**config.mk**
```make
export PLATFORM = sky130hd
export DESIGN_NAME = feac_rx
export DESIGN_NICKNAME = d
export VERILOG_FILES = /design/src/rtl/feac_rx_pkg.sv /design/src/rtl/feac_rx_deframer.sv /design/src/rtl/feac_rx_vote.sv /design/src/rtl/feac_rx_regs.sv /design/src/rtl/feac_rx.sv
export SDC_FILE = /design/constraint.sdc
export NUM_CORES = 1
export LEC_CHECK = 0
export BUFFER_PORTS_ARGS = -buffer_cell sky130_fd_sc_hd__buf_2
export CORE_MARGIN = 1.5
export CORE_UTILIZATION = 40
export DETAILED_ROUTE_END_ITERATION = 12
export GPL_TIMING_DRIVEN = 0
export SETUP_SLACK_MARGIN = 0.05
export SLEW_MARGIN = 15
export SYNTH_ARGS = -nofsm -noshare
export SYNTH_HDL_FRONTEND = slang
export SYNTH_SLANG_ARGS = --single-unit
```
**constraint.sdc**
```tcl
create_clock -name clk -period 5.35 [get_ports clk]
set_clock_uncertainty 0.1 [all_clocks]
set_input_delay 1.07 -clock clk [delete_from_list [all_inputs] [get_ports clk]]
set_output_delay 1.07 -clock clk [all_outputs]
set_load 0.01 [all_outputs]
```
**src/rtl/feac_rx_pkg.sv**
```systemverilog
package feac_rx_pkg;
    typedef enum logic {FR_HUNT, FR_CAPTURE} frm_state_t;
    typedef enum logic {VT_OPEN, VT_HELD}    vote_state_t;

    localparam int REG_VAL_ST  = 0;
    localparam int REG_VAL_EN  = 1;
    localparam int REG_REM_ST  = 2;
    localparam int REG_REM_EN  = 3;
    localparam int REG_VALID   = 4;
endpackage

```
**src/rtl/feac_rx_deframer.sv**
```systemverilog
module feac_rx_deframer
    import feac_rx_pkg::*;
#(
    parameter int          PAT_W   = 8,
    parameter logic [7:0]  PATTERN = 8'h7E,
    parameter int          CODE_W  = 6
) (
    input  logic              clk,
    input  logic              rst_n,
    input  logic              bit_in,
    input  logic              bit_vld,
    output logic              code_vld,
    output logic [CODE_W-1:0] code
);
    localparam int CNT_W = $clog2(CODE_W);

    frm_state_t         state, nxt;
    logic [PAT_W-1:0]   win;
    logic [PAT_W-1:0]   win_next;
    logic [CODE_W-1:0]  shreg;
    logic [CNT_W-1:0]   cnt;
    logic               hit, last;

    assign win_next = {win[PAT_W-2:0], bit_in};
    assign hit      = bit_vld && (win_next == PATTERN[PAT_W-1:0]);
    assign last     = bit_vld && (cnt == CNT_W'(CODE_W-1));

    always_comb begin
        nxt = state;
        unique case (state)
            FR_HUNT:    if (hit)  nxt = FR_CAPTURE;
            FR_CAPTURE: if (last) nxt = FR_HUNT;
        endcase
    end

    always_ff @(posedge clk) begin
        if (!rst_n) state <= FR_HUNT;
        else        state <= nxt;
    end

    always_ff @(posedge clk) begin
        if (!rst_n) begin
            win      <= '0;
            shreg    <= '0;
            cnt      <= '0;
            code     <= '0;
            code_vld <= 1'b0;
        end else begin
            code_vld <= 1'b0;
            if (bit_vld) begin
                unique case (state)
                    FR_HUNT: begin
                        win <= hit ? '0 : win_next;
                        cnt <= '0;
                    end
                    FR_CAPTURE: begin
                        shreg <= {shreg[CODE_W-2:0], bit_in};
                        cnt   <= cnt + 1'b1;
                        if (last) begin
                            code     <= {shreg[CODE_W-2:0], bit_in};
                            code_vld <= 1'b1;
                            win      <= '0;
                        end
                    end
                endcase
            end
        end
    end

    // a captured word always follows a strobed bit
    p_code_after_bit_r2: assert property (@(posedge clk) disable iff (!rst_n)
        code_vld |-> $past(bit_vld));
    // leaving the hunt requires a strobed bit
    p_hunt_exit_r1: assert property (@(posedge clk) disable iff (!rst_n)
        (state == FR_CAPTURE) && $past(state == FR_HUNT) |-> $past(bit_vld));
endmodule

```
**src/rtl/feac_rx_vote.sv**
```systemverilog
module feac_rx_vote
    import feac_rx_pkg::*;
#(
    parameter int CODE_W     = 6,
    parameter int DEPTH      = 10,
    parameter int VALID_CNT  = 8,
    parameter int REMOVE_CNT = 3
) (
    input  logic              clk,
    input  logic              rst_n,
    input  logic              code_vld,
    input  logic [CODE_W-1:0] code,
    output logic              locked,
    output logic [CODE_W-1:0] locked_code,
    output logic              val_evt,
    output logic              rem_evt
);
    localparam int CNT_W = $clog2(DEPTH + 1);

    vote_state_t        state, nxt;
    logic [CODE_W-1:0]  hist_code [DEPTH];
    logic               hist_used [DEPTH];
    logic [CODE_W-1:0]  nc [DEPTH];
    logic               nu [DEPTH];
    logic [CNT_W-1:0]   match_cnt, diff_cnt;

    always_comb begin
        nc[0] = code;
        nu[0] = 1'b1;
        for (int i = 1; i < DEPTH; i++) begin
            nc[i] = hist_code[i-1];
            nu[i] = hist_used[i-1];
        end
        match_cnt = '0;
        diff_cnt  = '0;
        for (int i = 0; i < DEPTH; i++) begin
            match_cnt = match_cnt + CNT_W'(nu[i] && (nc[i] == code));
            diff_cnt  = diff_cnt  + CNT_W'(nu[i] && (nc[i] != locked_code));
        end
    end

    always_comb begin
        nxt = state;
        unique case (state)
            VT_OPEN: if (code_vld && match_cnt >= CNT_W'(VALID_CNT))  nxt = VT_HELD;
            VT_HELD: if (code_vld && diff_cnt  >= CNT_W'(REMOVE_CNT)) nxt = VT_OPEN;
        endcase
    end

    always_ff @(posedge clk) begin
        if (!rst_n) state <= VT_OPEN;
        else        state <= nxt;
    end

    always_ff @(posedge clk) begin
        if (!rst_n) begin
            for (int i = 0; i < DEPTH; i++) begin
                hist_code[i] <= '0;
                hist_used[i] <= 1'b0;
            end
            locked_code <= '0;
            val_evt     <= 1'b0;
            rem_evt     <= 1'b0;
        end else begin
            val_evt <= (state == VT_OPEN) && (nxt == VT_HELD);
            rem_evt <= (state == VT_HELD) && (nxt == VT_OPEN);
            if ((state == VT_OPEN) && (nxt == VT_HELD)) locked_code <= code;
            if (code_vld) begin
                for (int i = 0; i < DEPTH; i++) begin
                    hist_code[i] <= nc[i];
                    hist_used[i] <= nu[i];
                end
            end
        end
    end

    assign locked = (state == VT_HELD);

    // validation only on a captured word
    p_rise_on_code_r3: assert property (@(posedge clk) disable iff (!rst_n)
        $rose(locked) |-> $past(code_vld));
    // removal only on a captured word
    p_fall_on_code_r4: assert property (@(posedge clk) disable iff (!rst_n)
        $fell(locked) |-> $past(code_vld));
    // a validation event only marks a fresh lock
    p_no_revalid_r5: assert property (@(posedge clk) disable iff (!rst_n)
        val_evt |-> $rose(locked));
    // a removal event only marks a fresh unlock
    p_rem_evt_r4: assert property (@(posedge clk) disable iff (!rst_n)
        rem_evt |-> $fell(locked));
endmodule

```
**src/rtl/feac_rx_regs.sv**
```systemverilog
module feac_rx_regs
    import feac_rx_pkg::*;
(
    input  logic       clk,
    input  logic       rst_n,
    input  logic       val_evt,
    input  logic       rem_evt,
    input  logic       locked,
    input  logic       rd,
    input  logic       wr,
    input  logic [7:0] wdata,
    output logic [7:0] rdata,
    output logic       irq
);
    logic val_en, rem_en, val_st, rem_st;

    always_ff @(posedge clk) begin
        if (!rst_n) begin
            val_en <= 1'b0;
            rem_en <= 1'b0;
            val_st <= 1'b0;
            rem_st <= 1'b0;
        end else begin
            if (wr) begin
                val_en <= wdata[REG_VAL_EN];
                rem_en <= wdata[REG_REM_EN];
            end
            if (val_evt)  val_st <= 1'b1;
            else if (rd)  val_st <= 1'b0;
            if (rem_evt)  rem_st <= 1'b1;
            else if (rd)  rem_st <= 1'b0;
        end
    end

    always_comb begin
        rdata             = '0;
        rdata[REG_VAL_ST] = val_st;
        rdata[REG_VAL_EN] = val_en;
        rdata[REG_REM_ST] = rem_st;
        rdata[REG_REM_EN] = rem_en;
        rdata[REG_VALID]  = locked;
    end

    assign irq = (val_st && val_en) || (rem_st && rem_en);

    // an event beats a same-cycle read
    p_evt_wins_r7: assert property (@(posedge clk) disable iff (!rst_n)
        val_evt |=> val_st);
    // a read with no event clears removal status
    p_rd_clear_r7: assert property (@(posedge clk) disable iff (!rst_n)
        rd && !rem_evt |=> !rem_st);
    // enables move only on a write
    p_en_hold_r6: assert property (@(posedge clk) disable iff (!rst_n)
        !wr |=> $stable({val_en, rem_en}));
    // set status is not lost without a read
    p_st_hold_r8: assert property (@(posedge clk) disable iff (!rst_n)
        rem_st && !rd |=> rem_st);
endmodule

```
**src/rtl/feac_rx.sv**
```systemverilog
module feac_rx #(
    parameter int         PAT_W      = 8,
    parameter logic [7:0] PATTERN    = 8'h7E,
    parameter int         CODE_W     = 6,
    parameter int         DEPTH      = 10,
    parameter int         VALID_CNT  = 8,
    parameter int         REMOVE_CNT = 3
) (
    input  logic              clk,
    input  logic              rst_n,
    input  logic              bit_in,
    input  logic              bit_vld,
    input  logic              reg_rd,
    input  logic              reg_wr,
    input  logic [7:0]        reg_wdata,
    output logic [7:0]        reg_rdata,
    output logic [CODE_W-1:0] code_out,
    output logic              irq
);
    logic              code_vld;
    logic [CODE_W-1:0] code;
    logic              locked, val_evt, rem_evt;

    feac_rx_deframer #(.PAT_W(PAT_W), .PATTERN(PATTERN), .CODE_W(CODE_W)) u_frm (
        .clk(clk), .rst_n(rst_n), .bit_in(bit_in), .bit_vld(bit_vld),
        .code_vld(code_vld), .code(code));

    feac_rx_vote #(.CODE_W(CODE_W), .DEPTH(DEPTH), .VALID_CNT(VALID_CNT),
                   .REMOVE_CNT(REMOVE_CNT)) u_vote (
        .clk(clk), .rst_n(rst_n), .code_vld(code_vld), .code(code),
        .locked(locked), .locked_code(code_out),
        .val_evt(val_evt), .rem_evt(rem_evt));

    feac_rx_regs u_regs (
        .clk(clk), .rst_n(rst_n), .val_evt(val_evt), .rem_evt(rem_evt),
        .locked(locked), .rd(reg_rd), .wr(reg_wr), .wdata(reg_wdata),
        .rdata(reg_rdata), .irq(irq));
endmodule

```
## Word-level counts from Yosys, hierarchy flattened

Memories as Yosys holds them, arrays and structs flattened.
Index checks and enable logic that the tools add are counted.

| storage, ports and cells | value |
|---|---|
| bits in registers | 36 |
| latch bits | 0 |
| RAM bits | 70 |
| memory bits (read-only) | 0 |
| logic and storage cells | 153 |
| memories | 2 |

| operators by class | value |
|---|---|
| $add $sub $neg | 19 |
| multipliers | 0 |
| div/mod/pow operators | 0 |
| magnitude comparators | 2 |
| eq/ne operators | 22 |
| shifts and indexed selects | 0 |
| mux-type cells | 38 |
| bitwise logic cells | 23 |
| reductions and logical operators | 33 |

Memory list:

| memory | depth | bits a word | rd ports | clocked after memory_dff | write ports | RTL line | RTL |
|---|---|---|---|---|---|---|---|
| u_vote.hist_code | 10 | 6 | 9 | 0 | 10 | feac_rx_vote.sv:21 | `logic [CODE_W-1:0] hist_code [DEPTH];` |
| u_vote.hist_used | 10 | 1 | 9 | 0 | 10 | feac_rx_vote.sv:22 | `logic hist_used [DEPTH];` |

Operators by type and width:

| operator | count |
|---|---|
| adder 4 x 1 -> 4 bit | 16 |
| 2-to-1 mux 6 bit | 10 |
| != test 6 bit | 10 |
| == test 6 bit | 9 |
| logical AND 1 bit | 26 |
| 2-to-1 mux 1 bit | 22 |
| bitwise OR 1 bit | 20 |
| 2-to-1 mux 7 bit | 2 |
| one-hot mux 7 bit (2 select lines) | 1 |
| == test 8 x 7 -> 1 bit (second input constant) | 1 |
| one-hot mux 3 bit (2 select lines) | 1 |
| AND reduction 3 bit | 2 |
| greater-or-equal comparator 4 x 2 -> 1 bit (second input constant) | 1 |
| greater-or-equal comparator 4 bit (second input constant) | 1 |
| one-hot mux 1 bit (2 select lines) | 2 |
| AND reduction 2 bit | 2 |
| nonzero test 2 bit | 2 |
| adder 3 x 1 -> 3 bit (second input constant) | 1 |
| == test 3 bit (second input constant) | 1 |
| NOT 1 bit | 3 |
| adder 1 x 1 -> 2 bit | 1 |
| adder 1 x 1 -> 2 bit (first input constant) | 1 |
| != test 2 bit (second input constant) | 1 |
| logical OR 1 bit | 1 |

## Logic depth before layout (Yosys ltp)

An unclocked memory read counts as a cell.

| depth | value |
|---|---|
| depth in word-level cells | 18 |
| gate-level depth with buffers | 17 |
| depth with buffers taken out | 15 |

## Modules after synthesis

Synthesis repeated with hierarchy kept, for this count alone.

| unflattened totals | value |
|---|---|
| cells, all modules | 487 |
| area, all modules | 5466.5 um2 |

By module, submodules not included:

| module | times used | cells an instance | area each (um2) |
|---|---|---|---|
| feac_rx_vote | 1 | 369 | 4320.4 |
| feac_rx_deframer | 1 | 96 | 933.4 |
| feac_rx_regs | 1 | 22 | 212.7 |

## Worst setup path before layout

Ideal clock, no wire load.

| timing | value |
|---|---|
| kind | reg-to-reg |
| start point | register u_vote.locked_code[3] |
| end point | register u_vote.state, in the netlist u_vote.locked |
| library setup time | 59 ps |
| arrival | 4407 ps |
| setup slack | 785 ps |
| stages on the path, launching flop included | 16 |
| buffers on the path | 1 |
| clock period less this slack | 4565 ps |
| cell sequence | dfxtp_1 buf_2 xor2_1 nor4_1 nand3_1 ha_1 inv_1 fa_1 fa_1 fa_1 fa_1 fa_1 nor2_1 o21ai_0 a211oi_1 o221a_2 |

| on the way | value |
|---|---|
| longest elaborated chain between the ends | 15 |
| elaborated cells on any way between the ends | 32 |
| those cells by class | 9 x add/sub; 1 x order compare; 10 x eq/ne; 2 x mux; 10 x reduce/logical |

Ends and longest elaborated chain:

| element | RTL line | RTL |
|---|---|---|
| from (decl) | feac_rx_vote.sv:14 | `output logic [CODE_W-1:0] locked_code,` |
| from (signal assigned) | feac_rx_vote.sv:67 | `if ((state == VT_OPEN) && (nxt == VT_HELD)) locked_code <= code;` |
| != test 6 bit | feac_rx_vote.sv:38 | `diff_cnt = diff_cnt + CNT_W'(nu[i] && (nc[i] != locked_code));` |
| logical AND 1 bit | feac_rx_vote.sv:38 |  |
| adder 1 x 1 -> 2 bit | feac_rx_vote.sv:38 |  |
| adder 4 x 1 -> 4 bit (7 in a row) | feac_rx_vote.sv:38 |  |
| adder 4 x 1 -> 4 bit (*) | feac_rx_vote.sv:38 |  |
| greater-or-equal comparator 4 x 2 -> 1 bit (*) | feac_rx_vote.sv:46 | `VT_HELD: if (code_vld && diff_cnt >= CNT_W'(REMOVE_CNT)) nxt = VT_OPEN;` |
| logical AND 1 bit (*) | feac_rx_vote.sv:46 |  |
| 2-to-1 mux 1 bit (*) | feac_rx_vote.sv:46 |  |
| one-hot mux 1 bit (2 select lines) (*) | feac_rx_vote.sv:44 | `unique case (state)` |
| to (signal assigned) | feac_rx_vote.sv:52 | `else state <= nxt;` |
| to (decl) | feac_rx_vote.sv:20 | `vote_state_t state, nxt;` |

Every way passes the cells marked *; elsewhere a longest branch is shown, timed or not.
A chain may end at the register's enable or synchronous reset.

## Worst setup path after layout

| timing | value |
|---|---|
| start point | register u_frm.code[4] |
| end point | register u_vote.state, in the netlist u_vote.locked |

| on the way | value |
|---|---|
| longest elaborated chain between the ends | 15 |
| elaborated cells on any way between the ends | 44 |
| those cells by class | 18 x add/sub; 2 x order compare; 10 x eq/ne; 3 x mux; 11 x reduce/logical |

Ends and longest elaborated chain:

| element | RTL line | RTL |
|---|---|---|
| from (decl) | feac_rx_deframer.sv:13 | `output logic [CODE_W-1:0] code` |
| from (signal assigned) | feac_rx_deframer.sv:60 | `code <= {shreg[CODE_W-2:0], bit_in};` |
| == test 6 bit | feac_rx_vote.sv:37 | `match_cnt = match_cnt + CNT_W'(nu[i] && (nc[i] == code));` |
| logical AND 1 bit | feac_rx_vote.sv:37 |  |
| adder 1 x 1 -> 2 bit | feac_rx_vote.sv:37 |  |
| adder 4 x 1 -> 4 bit (8 in a row) | feac_rx_vote.sv:37 |  |
| greater-or-equal comparator 4 bit | feac_rx_vote.sv:45 | `VT_OPEN: if (code_vld && match_cnt >= CNT_W'(VALID_CNT)) nxt = VT_HELD;` |
| logical AND 1 bit | feac_rx_vote.sv:45 |  |
| 2-to-1 mux 1 bit | feac_rx_vote.sv:45 |  |
| one-hot mux 1 bit (2 select lines) (*) | feac_rx_vote.sv:44 |  |

Marked as above.

==> flow_summary_export.csv <==
group,metric,value,unit
setup_path,worstPathMaxFanout,10,
hold_path,hold_end,"u_regs.val_st$_SDFFE_PN0P_",
global_routing,track_usage,20.2,%
placed_design,port_buffers,19,
finish,drive_gt1_share,12.6,%
setup_path,slowest_delay,0.53,ns
synth,synth-seq-cells,99,
floorplanning,initial_core_util,41.5,%
power_and_ir_drop,p_sw,0.384,mW
clock_tree,post_cts_buffers,0,
setup_path,rrSetupSlack,0.34,ns
power_and_ir_drop,seqPwrFrac,52.9,%
clock_tree,clkSlewWorstSetupHoldPaths,0.07,ns
route,routed_wl,13600,µm
clock_tree,clk_latency,0.36,ns
clock_tree,postCtsHoldBufs,0,
setup_path,slowest_stage,"fa_1",
sta,min_period_over_period,93.6,%
synth,async_flop_share,0,%
sta,tightestPinTransition,0.660,ns
setup_path,critPathMostFrequentCell,"fa_1",
global_routing,use_met2,31.7,%
setup_path,worstPathCellList,"clkbuf_4 -> xor2_1 -> nor4_1 -> nand3_1 -> ha_1 -> inv_1 -> fa_1 -> fa_1 -> fa_1 -> fa_1 -> fa_1 -> nor2_1 -> o21ai_0 -> a211oi_1 -> o221a_2",
clock_tree,postCtsResizedCells,0,
setup_path,crit_type,"reg2reg",
run,maxCapViolCount,0,
sta,setup_tns,0,ns
global_routing,grt_overflow,0,
placed_design,finalWeightedCongestion,0.900,
clock_tree,cts_tree,"yes",
setup_path,crit_path_end_kind,"register",
synth,ys_seq_area_share,46.8,%
route,drc,0,
floorplanning,die_w,121,µm
sta,slew_violations,0,
setup_path,critical_path_required,5.56,ns
synth,netlist_instances,500,
clock_tree,htreeDepth,3,
global_routing,use_met3,2.26,%
sta,fmax,200,MHz
floorplanning,die_h,121,µm
global_routing,antenna_found_initial,0,
floorplanning,coreArea,13400,µm²
power_and_ir_drop,p_comb_share,7.0,%
global_routing,grt_pass1_wl,21600,µm
clock_tree,cts-root-buf,"clkbuf_16",
sta,setup_viol,0,
global_routing,grt_pass1_vias,3771,
placed_design,dp_hpwl,9540,µm
sta,hold_viol_final,0,
synth,synth_warnings,0,
global_routing,busiest_layer,"met2",
hold_path,hp-class,"reg2reg",
finish,multi_input_comb_area,2660,µm²
route,drt-initial-drc-count,239,
route,via_count,3773,
power_and_ir_drop,power.share.clock,40.1,%
power_and_ir_drop,power.internal,1.25,mW
hold_path,min-delay-start,"u_vote.val_evt$_SDFF_PN0_",
power_and_ir_drop,p_per_area,263,nW/µm²
placed_design,placement.cell_area,5920,µm²
finish,final_area,6230,µm²
finish,num_antenna_cells,0,
sta,slew_headroom,55.6,%
setup_path,r2r_cells,15,
setup_path,cp-start-kind,"register",
synth,synth-edff-count,62,
clock_tree,clock_path_buffers,2,
synth,postSynthAreaPerCell,11.1,µm²
route,ant_nets,0,
setup_path,arrival,5.22,ns
synth,synth.distinct_cells,45,
route,firstDrtPassIters,4,
route,wire_per_inst,19.1,µm
floorplanning,num_rows,42,
sta,rsz0062_at_grt,"false",
global_routing,grt_use_met1,28.3,%
finish,fin_nets,569,
clock_tree,cts_buffers,9,
finish,syn2layout_area_growth,12.0,%
setup_path,r2r-end,"u_vote.locked$_SDFF_PN0_",
synth,synth_area,5570,µm²
floorplanning,die-area,14600,µm²
route,via_per_inst,5.28,
clock_tree,clkSinkCount,99,
sta,fin_crit,5.01,ns
power_and_ir_drop,p_leak,2.56,nW
global_routing,grt_max_degree,52,
finish,seqCellArea,2600,µm²
power_and_ir_drop,swShare,23.5,%
synth,synth_top_flop_cell,"edfxtp_1",
floorplanning,ios,29,
power_and_ir_drop,ir_drop,131,µV
setup_path,rr_startpoint,"u_frm.code[4]$_SDFFE_PN0P_",
hold_path,holdPathStages,1,
finish,fill_cells,1218,
status,run_status,"finished, final reports clean",
worst max-delay path by stage:
| stage | start | endpoint | slack, ns | cells past startpoint |
|---|---|---|---|---|
| 2_1_floorplan | u_vote.locked_code[3]$_SDFFE_PN0P_ | u_vote.locked$_SDFF_PN0_ | 0.78 | 15 |
| 3_3_place_gp | u_frm.code[4]$_SDFFE_PN0P_ | u_vote.locked$_SDFF_PN0_ | 0.29 | 15 |
| 3_5_place_dp | u_frm.code[4]$_SDFFE_PN0P_ | u_vote.locked_code[4]$_SDFFE_PN0P_ | 0.28 | 13 |
| 4_1_cts | u_frm.code[4]$_SDFFE_PN0P_ | u_vote.locked_code[4]$_SDFFE_PN0P_ | 0.25 | 13 |
| 5_1_grt | u_frm.code[4]$_SDFFE_PN0P_ | u_vote.locked$_SDFF_PN0_ | 0.09 | 15 |
| 6_report | u_frm.code[4]$_SDFFE_PN0P_ | u_vote.locked$_SDFF_PN0_ | 0.34 | 15 |
through the flow:
step	hold slack [ns]	instances	worst slack, ns	utilization, %	power [mW]
4_1_cts	0.342	714	0.245	46.5	1.65
6_report	0.338	714	0.341	46.5	1.64
2_1_floorplan	0.318	502	0.785	-	0.960
3_3_place_gp	0.332	697	0.293	43.9	0.994
3_5_place_dp	0.327	698	0.276	44.2	0.999
5_1_grt	0.365	714	0.0948	46.5	1.69
routing by layer:
layer | up-vias | wire [µm] | part of all wire [%]
li1 | 1807 | - | -
met1 | 1862 | 6300 | 46
met2 | 88 | 6430 | 47
met3 | 16 | 624 | 4.6
met4 | 0 | 278 | 2.0
met5 | - | 0 | 0
power by group through the flow:
stage / sequential (mW) / combinational, mW / clock (mW)
after floorplan: 0.874 / 0.0867 / 0
after global placement: 0.884 / 0.110 / 0
after detailed placement: 0.883 / 0.115 / 0
after CTS: 0.866 / 0.116 / 0.667
after global routing: 0.869 / 0.129 / 0.694
final: 0.866 / 0.115 / 0.656
final cells by class:
type | count | share of cell area [%]
multi-input cells | 349 | 42.7
flip-flops and latches | 99 | 41.8
plain buffers | 43 | 4.56
clock buffers | 12 | 4.36
well taps | 176 | 3.53
repair buffers | 20 | 1.97
inverters | 11 | 0.662
clock inverters | 4 | 0.462
critical path, delay by kind of cell, from the launching register on:
family                     cells  cell delay (ns)
xor gates and xnor gates       1             0.10
buffers and inverters          2             0.40
adders and majority gates      6             2.74
and+or+nand+nor                3             0.45
DFF                            1             0.50
AOI/OAI and AO/OA              3             0.68
layout by cell type (no fill, tap or decap), types with 7 or more instances in the layout:
master | synthesis | final
xnor2_1 | 65 | 65
edfxtp_1 | 62 | 62
and3_1 | 61 | 61
xor2_1 | 49 | 49
dfxtp_1 | 37 | 37
nand2_1 | 32 | 32
buf_2 | 10 | 28
nand4_1 | 18 | 18
clkbuf_1 | 17 | 17
a21boi_0 | 12 | 12
inv_1 | 11 | 11
nand3_1 | 11 | 11
fa_1 | 11 | 11
ha_1 | 11 | 11
o21ai_0 | 10 | 10
clkbuf_16 | 0 | 10
o31ai_1 | 8 | 8
buf_4 | 8 | 8
nor2b_1 | 7 | 7
cells by family (layout without fill, tap and decap cells):
group | count (synthesis) | count (layout) | synth area share [%]
AO/OA/AOI/OAI | 49 | 49 | 6.45
XOR/XNOR | 114 | 114 | 17.9
adder cells (fa/ha/maj) | 22 | 22 | 6.43
buffers and inverters | 54 | 90 | 5.80
flip-flops | 99 | 99 | 46.8
multiplexers | 3 | 3 | 0.539
other | 1 | 3 | 0.0674
AND/OR/NAND/NOR | 158 | 158 | 16.0
sequential cells by signal, summed over array words and instances, names as in the netlist, 3 cells and up:
name,count
u_vote.hist_code,54
u_vote.hist_used,9
u_frm.win,7
u_frm.code,6
u_vote.locked_code,6
u_frm.shreg,5
u_frm.cnt,3
cells in the mapped netlist (7+ instances only):
| cell | n | area, µm² |
|---|---|---|
| xnor2_1 | 65 | 569 |
| edfxtp_1 | 62 | 1860 |
| and3_1 | 61 | 382 |
| xor2_1 | 49 | 429 |
| dfxtp_1 | 37 | 741 |
| nand2_1 | 32 | 120 |
| nand4_1 | 18 | 113 |
| clkbuf_1 | 17 | 63.8 |
| a21boi_0 | 12 | 90.1 |
| fa_1 | 11 | 220 |
| ha_1 | 11 | 138 |
| inv_1 | 11 | 41.3 |
| nand3_1 | 11 | 55.1 |
| buf_2 | 10 | 50.1 |
| o21ai_0 | 10 | 50.1 |
| buf_4 | 8 | 60.1 |
| o31ai_1 | 8 | 60.1 |
| nor2b_1 | 7 | 43.8 |
(Power assumes the default switching activity.)
